`src/rtl/hold_flush_ctl.sv`:
```
module hold_flush_ctl #(
  parameter int CNT_W = 4,
  parameter int ACC_W = CNT_W + 2
) (
  input  logic             clk,
  input  logic             rst,
  input  logic             hold_req_n,
  output logic             hold_ack_n,
  output logic             pwb_flush,
  input  logic             pwb_empty,
  output logic             pwb_disable,
  input  logic             cpu_wr_valid,
  output logic             cpu_wr_retry,
  input  logic             ib_wr_accept,
  input  logic [CNT_W-1:0] ib_snoop_cnt,
  input  logic             snoop_done,
  input  logic             wsc_off,
  output logic             wsc_n
);

  typedef enum logic [1:0] {S_IDLE, S_FLUSH, S_GRANT, S_REL} st_t;

  st_t st, st_nx;
  logic [ACC_W-1:0] cnt, cnt_nx, add;
  logic [ACC_W:0]   sum_w;
  logic             dec, wsc_q;

  always_comb begin
    st_nx = st;
    case (st)
      S_IDLE:  if (!hold_req_n) st_nx = S_FLUSH;
      S_FLUSH: if (hold_req_n) st_nx = S_IDLE;
               else if (pwb_empty) st_nx = S_GRANT;
      S_GRANT: if (hold_req_n) st_nx = S_REL;
      S_REL:   st_nx = S_IDLE;
      default: st_nx = S_IDLE;
    endcase
  end

  always_ff @(posedge clk) begin
    if (rst) st <= S_IDLE;
    else     st <= st_nx;
  end

  assign hold_ack_n   = (st != S_GRANT);
  assign pwb_flush    = (st == S_FLUSH);
  assign pwb_disable  = (st == S_GRANT) || (st == S_REL);
  assign cpu_wr_retry = cpu_wr_valid && (st != S_IDLE);

  assign add    = ib_wr_accept ? {{(ACC_W-CNT_W){1'b0}}, ib_snoop_cnt} : '0;
  assign dec    = snoop_done && (cnt != '0);
  assign sum_w  = {1'b0, cnt} + {1'b0, add};
  assign cnt_nx = sum_w[ACC_W-1:0] - {{(ACC_W-1){1'b0}}, dec};

  always_ff @(posedge clk) begin
    if (rst) begin
      cnt   <= '0;
      wsc_q <= wsc_off;
    end else begin
      cnt   <= cnt_nx;
      wsc_q <= wsc_off || (cnt_nx != '0);
    end
  end

  assign wsc_n = wsc_q;


  ack_after_flush_chk: assert property (@(posedge clk) disable iff (rst)
    $fell(hold_ack_n) |-> ($past(pwb_flush) && $past(pwb_empty) && !$past(hold_req_n)));


  ack_blocks_buf_chk: assert property (@(posedge clk) disable iff (rst)
    !hold_ack_n |-> pwb_disable);


  retry_chk: assert property (@(posedge clk) disable iff (rst)
    (pwb_disable && cpu_wr_valid) |-> cpu_wr_retry);


  ack_drop_chk: assert property (@(posedge clk) disable iff (rst)
    (!hold_ack_n && hold_req_n) |=> hold_ack_n);


  reenable_chk: assert property (@(posedge clk) disable iff (rst)
    $rose(hold_ack_n) |=> !pwb_disable);


  withdraw_chk: assert property (@(posedge clk) disable iff (rst)
    (pwb_flush && hold_req_n) |=> (hold_ack_n && !pwb_disable && !pwb_flush));


  wsc_drop_chk: assert property (@(posedge clk) disable iff (rst)
    (ib_wr_accept && ib_snoop_cnt != '0) |=> wsc_n);


  no_overflow_chk: assert property (@(posedge clk) disable iff (rst)
    ib_wr_accept |-> !sum_w[ACC_W]);


  wsc_off_chk: assert property (@(posedge clk) disable iff (rst)
    wsc_off |=> wsc_n);

endmodule

```
`config.mk`:
```
export PLATFORM = sky130hd
export DESIGN_NAME = hold_flush_ctl
export DESIGN_NICKNAME = d
export VERILOG_FILES = /design/src/rtl/hold_flush_ctl.sv
export SDC_FILE = /design/constraint.sdc
export NUM_CORES = 1
export LEC_CHECK = 0
export ABC_CLOCK_PERIOD_IN_PS = 3000
export BUFFER_PORTS_ARGS = -buffer_cell sky130_fd_sc_hd__buf_2
export CELL_PAD_IN_SITES_DETAIL_PLACEMENT = 2
export CELL_PAD_IN_SITES_GLOBAL_PLACEMENT = 2
export CORE_MARGIN = 5
export CORE_UTILIZATION = 28
export CTS_CLUSTER_SIZE = 12
export DETAILED_ROUTE_END_ITERATION = 8
export PLACE_DENSITY = 0.73
export SLEW_MARGIN = 20
export SYNTH_ARGS = -nofsm -noshare
export SYNTH_HDL_FRONTEND = slang
export SYNTH_SLANG_ARGS = --single-unit
```
`constraint.sdc`:
```
create_clock -name clk -period 3 [get_ports clk]
set_clock_uncertainty 0.15 [all_clocks]
set_input_delay 0.3 -clock clk [delete_from_list [all_inputs] [get_ports clk]]
set_output_delay 0.3 -clock clk [all_outputs]
set_load 0.02 [all_outputs]
```
# After elaboration in Yosys (flattened, before gate mapping)
# Index checks and enable logic that the tools add are counted.
dict set report classes {
  add_sub_neg 2
  n_eq_ne 7
  mux 7
  n_reduce_logical 9
}
# operator count
set op_table {}
lappend op_table {{$reduce_bool A6 Y1} 2}
lappend op_table {{$mux W2} 4}
lappend op_table {{$pmux W2 S4} 1}
lappend op_table {{$add A6 B4 Y6} 1}
lappend op_table {{$ne A2 B2 Y1 const B} 3}
lappend op_table {{$sub A6 B1 Y6} 1}
lappend op_table {{$eq A2 B2 Y1 const B} 2}
lappend op_table {{$mux W4} 1}
lappend op_table {{$ne A3 B2 Y1 const B} 1}
lappend op_table {{$reduce_and A3 Y1} 1}
lappend op_table {{$eq A2 B1 Y1 const B} 1}
lappend op_table {{$logic_and A1 B1 Y1} 2}
lappend op_table {{$logic_not A2 Y1} 1}
lappend op_table {{$logic_or A1 B1 Y1} 2}
lappend op_table {{$reduce_bool A2 Y1} 1}
lappend op_table {{$mux W1} 1}
dict set report totals {
  register_bits 9
  input_bits 12
  output_inout_bits 5
  elab_cells 28
}

# Depth between registers and ports, before layout
dict set report depth {
  depth_word 6
  mapped_depth 13
  depth_no_buf 13
}

# Worst setup path before layout
# Ideal clock, no wire load.
dict set report synth_timing {
  kind {register to register}
  from {register cnt[3]}
  to {register wsc_q, in the netlist wsc_n}
  setup_time_ns 0.137
  t_arrival_ns 2.093
  slack_ns 0.620
  path_stages_with_launch 13
  n_path_buf 0
  period_less_slack_ns 2.380
  path_cell_list {dfxtp_1 > nor4_1 > a21boi_1 > ha_1 > inv_1 > ha_1 > inv_1 > fa_1 > nand2b_1 > a21oi_1 > xor2_1 > nand2b_1 > o2111ai_1}
}
dict set report synth_via {
  elab_chain_len 6
  word_cells_on_any_way 7
  classes_between {add/sub (2); mux (1); reduce/logical (4)}
}
# item line_no
set synth_rtl {}
lappend synth_rtl {{from (decl)} 24} ;# logic [ACC_W-1:0] cnt, cnt_nx, add;
lappend synth_rtl {{from (signal assigned)} 60} ;# cnt <= cnt_nx;
lappend synth_rtl {{parallel branches: the longest is 2 deep, another holds $add A6 B4 Y6} -}
lappend synth_rtl {{$sub A6 B1 Y6 (*)} 53} ;# assign cnt_nx = sum_w[ACC_W-1:0] - {{(ACC_W-1){1'b0}}, dec};
lappend synth_rtl {{$reduce_bool A6 Y1 (*)} 61} ;# wsc_q <= wsc_off || (cnt_nx != '0);
lappend synth_rtl {{$logic_or A1 B1 Y1 (*)} 61}
lappend synth_rtl {{$mux W1 (*)} 56} ;# if (rst) begin
lappend synth_rtl {{to (signal assigned)} 58} ;# wsc_q <= wsc_off;
lappend synth_rtl {{to (signal assigned)} 61}
lappend synth_rtl {{to (decl)} 26} ;# logic dec, wsc_q;
# Mark *: on every way between the ends.
# A chain may end at the register's enable or synchronous reset.

# Worst setup path in the final report
# Ends and elaborated chain as after synthesis.

==> results.md <==
- Status: finished clean
- Critical path startpoint category: flip-flop
- Hold path start: wsc_off
- Routed len/inst: between 10 and 15 um
- DR vias: ~540
- Placed cells: 120
- Share of cells above drive strength 1: about 23%
- GRT Resource Usage Total: between 10% and 20%
- Final period util: around 86%
- CP endpoint kind: flip-flop
- Final layout net count: 120
- Max Root-Sink Buffers: 2
- CTS tree: done
- Worst endpoint required time: approximately 3100 ps
- Psw: about 0.32 mW
- Drt first pass iters: 1
- Register bit total from synthesis: 9
- Clock-pin slew on the worst setup and hold paths: approximately 70 ps
- Final WL: 1.511 mm
- Area growth syn-to-layout: 21.27%
- Min setup slack post-route: between 400 and 500 ps
- I/O pin cnt: 17
- Relative slew margins: about 83%
- Via density: around 4.3
- DRC: 0
- F_max: 0.3880 GHz
- CP max FO: 2
- Hold WC Path Type: in -> reg
- Clk Latency, worst-skew pair: ~270 ps
- Synth Warn #: 0
- Non-filler cells, final: ~120
- Number of port buffers: 16
- Worst Hold Path EP: wsc_n
- Sw Ratio: ~44%
- Most frequent cells in the layout: inv_1 (17), buf_2 (16), nor2_1 (13), ha_1 (10), dfxtp_1 (9)
- Crit path kind: reg -> reg
- Final min period: 2577 ps
- First-pass GRT wire length: 2.684 mm
- Setup bufs post-CTS: 0
- Worst-Margin Slew: approximately 250 ps
- Comb power frac: between 60% and 70%
- R2r setup slk: between 400 and 500 ps
- Vias in the first global route: 596
- Max-Cap Viols: 0
- Die W: 57.41 um
- Crit path DAT: approximately 2600 ps
- H-Tree Depth: 1
- Max VDD drop: roughly 0.00028 V
- Die Span Y: 57.41 um
- Synth Cell Area: 629.4 sq um
- Synthesized area per cell: just over 8 sq um
- Syn Inst Count: 78
- Antenna violations before repair: 0
- Rows: 17
- CTS sink cnt: 9
- Distinct cells, synth: 24
- CTS-repair resized insts: 0
- Worst r2r dst: wsc_n
- First DRT Iteration DRCs: 0
- Placer Congestion: 0.6869
- Initial Utilization: 29.01%
- Final Hold Viols: 0
- RSZ-0062 raised after global routing: no
- Slew Viols, Final: 0
- Post-DP HPWL: approximately 1.3 mm
- Die area: around 3300 sq um
- Final Setup Violations: 0
- Cts bufs inserted: 3
- Worst reg2reg startpoint: cnt[3]
- GRT overflow: 0
- Commonest non-fill, non-tap cell in the layout: inv_1
- Cts hold-fix bufs: 0
- Pin count of the biggest net entering global routing: 11
- ANT cells: 0
- Synth Net Count: slightly above 100
- CTS root buf: clkbuf_4
- Leakage: about 0.40 nW
- Antenna Nets Post-Route: 0
- Flop pwr share: about a quarter
- Pwr Density: ~970 nW/um^2
- R2R cell count: 12
- Core area: roughly 2200 sq um
- Post-synthesis sequential area ratio: about 29%
- Internal power: ~0.42 mW
- Clk pwr share: roughly 13%
- Hold path depth: 3
- Setup Total Neg Slack: 0 ps
- Setup WS pre-CTS: 417.3 ps
==> layout make-up <==
type	count	area, sq um
Inverter	17	63.81
Tap cell	28	35.03
Multi-Input combinational cell	50	377.9
Fill cell	272	1406
Timing Repair Buffer	16	80.08
Clock buffer	4	26.28
Sequential cell	9	180.2
==> routing by layer <==
metal	vias up	part of all wire, %	global-route usage [%]
met1	250	41	11.01
met3	2	4.6	4.525
met5	-	0	0
li1	280	-	-
met2	7	52	19.52
met4	0	1.6	4.967
==> cell usage after synthesis <==
library cell,count,share of area (%)
nand2b_1,3,3.0
nand3b_1,1,1.2
inv_1,17,10
fa_1,1,3.2
a31oi_1,1,0.99
xnor2_1,1,1.4
a21oi_1,2,1.6
a21boi_1,1,1.2
a211oi_2,1,2.0
o22ai_2,1,2.0
or3_1,1,0.99
clkbuf_1,2,1.2
o2111ai_1,1,1.4
nor3b_2,1,2.0
nand2_1,4,2.4
nor4_1,1,0.99
xor2_1,3,4.2
nor2b_1,1,0.99
nor3_1,1,0.79
nor2_1,13,7.8
o21a_1,1,1.2
dfxtp_1,9,29
or2_0,1,0.99
ha_1,10,20
==> cells by family (layout without fill, tap and decap cells) <==
kind of cell | Yosys count | count (layout) | synth area share [%]
xor gates and xnor gates | 4 | 4 | 5.568
buffers and inverters | 19 | 37 | 11.33
DFF | 9 | 9 | 28.63
AOI/OAI and AO/OA | 8 | 8 | 10.34
and+or+nand+nor | 27 | 27 | 21.08
adders and majority gates | 11 | 11 | 23.06
==> how the worst max path moves through the flow <==
stage                     startpoint     to  slack [ps]  cells after the start
after global routing          cnt[3]  wsc_n         250                     12
after global placement        cnt[3]  wsc_n         480                     12
final                         cnt[3]  wsc_n         420                     12
after detailed placement      cnt[3]  wsc_n         420                     12
after floorplan               cnt[3]  wsc_n         620                     12
after CTS                     cnt[3]  wsc_n         390                     12
==> worst max-delay path, cell delays in order, from the launching register on <==
cell and delay, ps:
dfxtp_1 320, nor4_1 260, a21boi_1 100, ha_1 290
inv_1 50, ha_1 170, inv_1 70, fa_1 410
nand2b_1 170, a21oi_1 160, xor2_1 170, nand2b_1 80
o2111ai_1 100
==> metrics by stage <==
step	power, mW	area [sq um]	util (%)	hold WS [ps]
6_report	0.7419	763.2	35.18	98.37
5_1_grt	0.8359	763.2	35.18	108.1
4_1_cts	0.7608	763.2	35.18	97.56
3_5_place_dp	0.6560	737.0	33.97	390.5
3_3_place_gp	0.6320	737.0	33.97	379.3
2_1_floorplan	0.5392	629.4	-	276.0
==> power by group through the flow <==
stage	Combinational, mW	Sequential [mW]	Clock [mW]
after floorplan	0.349	0.190	0
after global placement	0.445	0.187	0
after detailed placement	0.468	0.188	0
after CTS	0.472	0.185	0.104
after global routing	0.537	0.190	0.109
final	0.459	0.184	0.0992
No activity file was read; power rests on OpenSTA's default activity.
